### src/rtl/plt_pkg.sv
package plt_pkg;
    typedef enum logic [1:0] {
        ST_FLOAT = 2'd0,
        ST_A2B   = 2'd1,
        ST_B2A   = 2'd2,
        ST_FAULT = 2'd3
    } xfer_state_t;
endpackage

### src/rtl/plt_side_latch.sv
module plt_side_latch #(
    parameter int DW = 8
) (
    input  logic          clk,
    input  logic          rst_n,
    input  logic          open,
    input  logic [DW-1:0] d_in,
    input  logic          p_in,
    input  logic          odd_mode,
    output logic [DW-1:0] d_view,
    output logic          p_view,
    output logic          err_n
);
    localparam int LW = DW + 1;

    logic [LW-1:0] held;
    logic [LW-1:0] view;

    // transparent path when open, captured copy when closed
    always_comb begin
        view = open ? {p_in, d_in} : held;
    end

    always_ff @(posedge clk or negedge rst_n) begin
        if (!rst_n) held <= '0;
        else        held <= view;
    end

    assign d_view = view[DW-1:0];
    assign p_view = view[DW];
    assign err_n  = ~((^view) ^ odd_mode);

    AST_HOLD_CLOSED: assert property (@(posedge clk) disable iff (!rst_n)
        !open |=> (open || ({p_view, d_view} == $past({p_view, d_view}))));
endmodule

### src/rtl/plt_lane.sv
module plt_lane #(
    parameter int DW = 8
) (
    input  logic          clk,
    input  logic          rst_n,
    input  logic          a_open,
    input  logic          b_open,
    input  logic          parity_pass,
    input  logic          odd_mode,
    input  logic [DW-1:0] a_in,
    input  logic          a_par_in,
    input  logic [DW-1:0] b_in,
    input  logic          b_par_in,
    output logic [DW-1:0] a_out,
    output logic          a_par_out,
    output logic [DW-1:0] b_out,
    output logic          b_par_out,
    output logic          err_a_n,
    output logic          err_b_n
);
    logic [DW-1:0] a_dv, b_dv;
    logic          a_pv, b_pv;

    plt_side_latch #(.DW(DW)) u_a_side (
        .clk(clk), .rst_n(rst_n), .open(a_open), .d_in(a_in), .p_in(a_par_in),
        .odd_mode(odd_mode), .d_view(a_dv), .p_view(a_pv), .err_n(err_a_n)
    );

    plt_side_latch #(.DW(DW)) u_b_side (
        .clk(clk), .rst_n(rst_n), .open(b_open), .d_in(b_in), .p_in(b_par_in),
        .odd_mode(odd_mode), .d_view(b_dv), .p_view(b_pv), .err_n(err_b_n)
    );

    // outgoing parity: pass the latched bit or regenerate from latched data
    always_comb begin
        b_out     = a_dv;
        a_out     = b_dv;
        b_par_out = parity_pass ? a_pv : ((^a_dv) ^ odd_mode);
        a_par_out = parity_pass ? b_pv : ((^b_dv) ^ odd_mode);
    end

    AST_GEN_B_SENSE: assert property (@(posedge clk) disable iff (!rst_n)
        !parity_pass |-> ((^{b_par_out, b_out}) == odd_mode));
    AST_GEN_A_SENSE: assert property (@(posedge clk) disable iff (!rst_n)
        !parity_pass |-> ((^{a_par_out, a_out}) == odd_mode));
    AST_PASS_B_PAR: assert property (@(posedge clk) disable iff (!rst_n)
        (parity_pass && a_open) |-> (b_par_out == a_par_in));
    AST_OPEN_B_DATA: assert property (@(posedge clk) disable iff (!rst_n)
        a_open |-> (b_out == a_in));
endmodule

### src/rtl/plt_dir_fsm.sv
module plt_dir_fsm
    import plt_pkg::*;
(
    input  logic clk,
    input  logic rst_n,
    input  logic a_drive_n,
    input  logic b_drive_n,
    output logic a_oe,
    output logic b_oe,
    output logic illegal
);
    xfer_state_t state_q, state_d;

    always_ff @(posedge clk or negedge rst_n) begin
        if (!rst_n) state_q <= ST_FLOAT;
        else        state_q <= state_d;
    end

    always_comb begin
        state_d = state_q;
        unique case (state_q)
            ST_FLOAT, ST_A2B, ST_B2A: begin
                unique case ({a_drive_n, b_drive_n})
                    2'b00: state_d = ST_FAULT;
                    2'b10: state_d = ST_A2B;
                    2'b01: state_d = ST_B2A;
                    2'b11: state_d = ST_FLOAT;
                endcase
            end
            ST_FAULT: state_d = ST_FAULT;
        endcase
    end

    always_comb begin
        a_oe    = 1'b0;
        b_oe    = 1'b0;
        illegal = 1'b0;
        unique case (state_q)
            ST_FLOAT: ;
            ST_A2B:   b_oe = 1'b1;
            ST_B2A:   a_oe = 1'b1;
            ST_FAULT: illegal = 1'b1;
        endcase
    end

    AST_NO_DUAL_DRIVE: assert property (@(posedge clk) disable iff (!rst_n)
        !(a_oe && b_oe));
    AST_FAULT_ENTRY: assert property (@(posedge clk) disable iff (!rst_n)
        (!a_drive_n && !b_drive_n) |=> illegal);
    AST_FAULT_STICKY: assert property (@(posedge clk) disable iff (!rst_n)
        illegal |=> (illegal && !a_oe && !b_oe));
    AST_A2B_ENTRY: assert property (@(posedge clk) disable iff (!rst_n)
        (!illegal && a_drive_n && !b_drive_n) |=> (b_oe && !a_oe));
    AST_B2A_ENTRY: assert property (@(posedge clk) disable iff (!rst_n)
        (!illegal && !a_drive_n && b_drive_n) |=> (a_oe && !b_oe));
    AST_FLOAT_ENTRY: assert property (@(posedge clk) disable iff (!rst_n)
        (!illegal && a_drive_n && b_drive_n) |=> (!a_oe && !b_oe));
endmodule

### src/rtl/latched_parity_xcvr.sv
module latched_parity_xcvr #(
    parameter int DW    = 8,
    parameter int LANES = 2
) (
    input  logic                clk,
    input  logic                rst_n,
    input  logic                a_drive_n,
    input  logic                b_drive_n,
    input  logic                a_open,
    input  logic                b_open,
    input  logic                parity_pass,
    input  logic                odd_mode,
    input  logic [LANES*DW-1:0] a_in,
    input  logic [LANES-1:0]    a_par_in,
    output logic [LANES*DW-1:0] a_out,
    output logic [LANES-1:0]    a_par_out,
    output logic                a_oe,
    input  logic [LANES*DW-1:0] b_in,
    input  logic [LANES-1:0]    b_par_in,
    output logic [LANES*DW-1:0] b_out,
    output logic [LANES-1:0]    b_par_out,
    output logic                b_oe,
    output logic [LANES-1:0]    err_a_n,
    output logic [LANES-1:0]    err_b_n,
    output logic                illegal
);
    plt_dir_fsm u_dir (
        .clk(clk), .rst_n(rst_n), .a_drive_n(a_drive_n), .b_drive_n(b_drive_n),
        .a_oe(a_oe), .b_oe(b_oe), .illegal(illegal)
    );

    // one lane per slice, shared controls
    for (genvar l = 0; l < LANES; l++) begin : g_lane
        plt_lane #(.DW(DW)) u_lane (
            .clk(clk), .rst_n(rst_n),
            .a_open(a_open), .b_open(b_open),
            .parity_pass(parity_pass), .odd_mode(odd_mode),
            .a_in(a_in[l*DW +: DW]), .a_par_in(a_par_in[l]),
            .b_in(b_in[l*DW +: DW]), .b_par_in(b_par_in[l]),
            .a_out(a_out[l*DW +: DW]), .a_par_out(a_par_out[l]),
            .b_out(b_out[l*DW +: DW]), .b_par_out(b_par_out[l]),
            .err_a_n(err_a_n[l]), .err_b_n(err_b_n[l])
        );
    end
endmodule

### config.mk
export PLATFORM = sky130hd
export DESIGN_NAME = latched_parity_xcvr
export DESIGN_NICKNAME = d
export VERILOG_FILES = /design/src/rtl/plt_pkg.sv /design/src/rtl/plt_side_latch.sv /design/src/rtl/plt_lane.sv /design/src/rtl/plt_dir_fsm.sv /design/src/rtl/latched_parity_xcvr.sv
export SDC_FILE = /design/constraint.sdc
export NUM_CORES = 1
export LEC_CHECK = 0
export CAP_MARGIN = 20
export CORE_MARGIN = 5
export CORE_UTILIZATION = 43
export DETAILED_ROUTE_END_ITERATION = 10
export PLACE_DENSITY = 0.8
export SLEW_MARGIN = 20
export SYNTH_ARGS = -nofsm -noshare
export SYNTH_HDL_FRONTEND = slang
export SYNTH_SLANG_ARGS = --single-unit
### constraint.sdc
create_clock -name clk -period 4 [get_ports clk]
set_input_delay 1.2 -clock clk [delete_from_list [all_inputs] [get_ports clk]]
set_output_delay 1.2 -clock clk [all_outputs]
set_load 0.02 [all_outputs]
==> summary.md <==
| Metric | Value |
|---|---|
| Pin count of the biggest net entering global routing | `39` |
| Placed insts | `324` |
| Arrival time worst endpoint | `2740 ps` |
| Min cycle time layout | `3940 ps` |
| Final critical-path share of the clock period | `0.986` |
| CP max stage cell | `xnor3_2` |
| Synth Cell Area | `2170 sq um` |
| Sequential area share after synthesis | `0.438` |
| Combinational share of power | `0.447` |
| Detailed placement HPWL | `3830 um` |
| First-pass GRT wire length | `7820 um` |
| Flop pwr share | `0.346` |
| Clock power frac | `0.207` |
| FF-to-FF setup slack | `3190 ps` |
| Congestion Overflow GR | `0` |
| Fmax | `0.254 GHz` |
| Core area | `4820 sq um` |
| Clock Sinks | `38` |
| RSZ-0062 raised after global routing | `no` |
| Seq cells post-synth | `38` |
| Hold Path Class | `reg2reg` |
| Worst path cell trace | `dlygate4sd2_1 -> xor2_2 -> mux2i_4 -> xnor2_2 -> xnor3_2 -> xor2_1 -> buf_4` |
| Critical path class | `in2out` |
| Worst Max-Slew Pin Slew | `840 ps` |
| Clock-pin slew on the worst setup and hold paths | `70 ps` |
| Hold slack final | `531 ps` |
| Worst setup EP type | `output port` |
| Max cap viols | `0` |
| Initial antenna violation count | `0` |
| PortBufs | `86` |
| Final core occ | `0.677` |
| GPL Wtd Cong | `0.672` |
| Final setup violation count | `0` |
| Vias | `1550` |
| Cell internal pwr | `0.000859 W` |
| Psw | `0.000421 W` |
| Count of final hold-check violations | `0` |
| Initial DRC Count | `20` |
| Wirelength per Cell | `14.0 um` |
| Pleak | `1.49 nW` |
| Drt pass-1 iters | `4` |
| Yosys warnings | `0` |
| GRT Total Usage | `0.156` |
| Max H-tree Level | `2` |
| Slew Limit Headroom | `0.440` |
| Final WL | `4690 um` |
| Worst EP required | `2800 ps` |
| Layout Skew | `0.0301 ps` |
| DRT antenna net count | `0` |
| FF-to-FF path depth | `1` |
| DR vias/cell | `4.63` |
| CTS Buf Count | `5` |
| WP buf/inv | `2` |
| Boundary Pins | `87` |
| Worst path max stage delay | `440 ps` |
| Tot Pwr | `0.00128 W` |
| Final #Nets | `311` |
| Number of buffers on the longest clock path | `2` |
| CTS tree | `done` |
| ANT cells | `0` |
| Synth Instances | `171` |
| DRC | `0` |
| Share of post-route cells with drive strength above 1 | `0.317` |
| Syn_area_per_cell | `12.7 sq um` |
| Vias in the first global route | `1722` |
| Switching Fraction | `0.329` |
| Area grow syn2layout | `50.3%` |
| Crit path depth | `7` |
| Worst vdd ir | `0.225 mV` |
| Hold Crit Depth | `1` |
| Max-slew violations | `0` |
| Initial Utilization | `0.450` |
| Synth unique cells | `17` |
| Post-Layout Cell Count | `335` |
| Top delay family on crit path | `XOR/XNOR gates` |
| Final worst slack | `56.6 ps` |
| Pre-CTS WS | `-698 ps` |
| # rows | `25` |
| CTS hold repair buffers | `0` |
| Root Driver | `clkbuf_8` |
| Status | `completed` |
| Clock Latency Late Sink | `280 ps` |
| Die area | `6570 sq um` |
| DIE HEIGHT | `81.0 um` |
| Die width | `81.0 um` |
| Critical path startpoint category | `primary input` |
| CP max FO | `2` |
| Syn_nets | `215` |
| PwrDens | `392 nW/um^2` |
[cell usage in the layout (no fill, tap or decap)]
master | netlist | layout
clkdlybuf4s50_1 | 0 | 50
dfrtp_1 | 38 | 38
mux2_2 | 36 | 36
xor2_1 | 32 | 31
dlygate4sd2_1 | 0 | 18
buf_4 | 8 | 18
xnor2_1 | 12 | 11
mux2i_1 | 12 | 9
nand2_1 | 7 | 7
clkbuf_8 | 0 | 6
buf_2 | 4 | 6
dlymetal6s2s_1 | 0 | 6
nor2_1 | 4 | 4
xnor3_2 | 4 | 4
a21oi_2 | 2 | 3
o21ai_1 | 4 | 3
buf_6 | 2 | 3
mux2i_2 | 0 | 2
nor2b_1 | 2 | 2
buf_12 | 0 | 2
inv_1 | 1 | 1
xor2_2 | 0 | 1
mux2i_4 | 0 | 1
xnor2_2 | 0 | 1
a21oi_1 | 2 | 1
o21ai_2 | 0 | 1
clkbuf_1 | 0 | 1
clkinv_2 | 0 | 1
clkdlybuf4s15_1 | 0 | 1
[area by class of cell]
class                      instances  area [sq um]
clock buffer                       7          86.3
clock inverter                     1          5.00
fill                             413          1560
inverter                           1          3.75
multi-input combinational        117          1150
sequential                        38           951
tap                               67          83.8
timing repair buffer             104           982
[metal layers]
metal / GRT usage / vias up / part of all wire
li1: - / 759 / -
met1: 0.173 / 741 / 0.39
met2: 0.281 / 45 / 0.54
met3: 0.0421 / 5 / 0.061
met4: 0.0608 / 0 / 0.014
met5: 0 / - / 0
[final timing paths]
path / startpoint / endpoint
max: a_in[0] / err_a_n[0]
min: g_lane[0].u_lane.u_a_side.held[8]$_DFF_PN0_ / g_lane[0].u_lane.u_a_side.held[8]$_DFF_PN0_
max reg2reg: g_lane[0].u_lane.u_b_side.held[7]$_DFF_PN0_ / g_lane[0].u_lane.u_b_side.held[7]$_DFF_PN0_
min reg2reg: g_lane[0].u_lane.u_a_side.held[8]$_DFF_PN0_ / g_lane[0].u_lane.u_a_side.held[8]$_DFF_PN0_
max in group asynchronous: rst_n / g_lane[0].u_lane.u_b_side.held[2]$_DFF_PN0_
min in group asynchronous: rst_n / g_lane[0].u_lane.u_a_side.held[2]$_DFF_PN0_
[sequential cells by signal, summed over array words and instances, names as in the netlist]
signal and count:
g_lane.u_lane.u_a_side.held 18, g_lane.u_lane.u_b_side.held 18, u_dir.state_q 2
[Yosys cell counts]
cell type,instances,area share
a21oi_2,2,0.0081
nor2_1,4,0.0069
nand2_1,7,0.012
buf_2,4,0.0092
buf_6,2,0.010
dfrtp_1,38,0.44
xor2_1,32,0.13
xnor3_2,4,0.044
inv_1,1,0.0017
nor2b_1,2,0.0058
xnor2_1,12,0.048
clkbuf_2,1,0.0023
mux2i_1,12,0.055
buf_4,8,0.028
a21oi_1,2,0.0046
mux2_2,36,0.19
o21ai_1,4,0.0092
[metrics by stage]
step,instance area (sq um),TNS (ps)
final,3260,0
after CTS,3240,-0.168
after detailed placement,3140,-8350
after global placement,3140,-8050
after floorplan,2170,0
after global routing,3260,0
[logic make-up after synthesis]
kind of cell              synth area share
muxes                                0.242
and+or+nand+nor                     0.0248
DFF                                  0.438
buffers and inverters               0.0513
xor gates and xnor gates             0.221
AOI/OAI and AO/OA                   0.0219
[power groups by stage]
stage	Sequential, W	Clock [W]	Combinational (W)
2_1_floorplan	0.000445	0	0.000404
5_1_grt	0.000447	0.000294	0.000614
4_1_cts	0.000443	0.000274	0.000587
6_report	0.000442	0.000265	0.000573
3_3_place_gp	0.000448	0	0.000588
3_5_place_dp	0.000451	0	0.000596
[timing repair]
item	in CTS	in global routing
cloned	0	0
setup endpoints to repair	34	8
buffers inserted	5	0
gates resized for setup	72	10
hold endpoints to repair	0	0
pin swaps	18	14
Note: power is estimated with default switching activity, not from simulation.
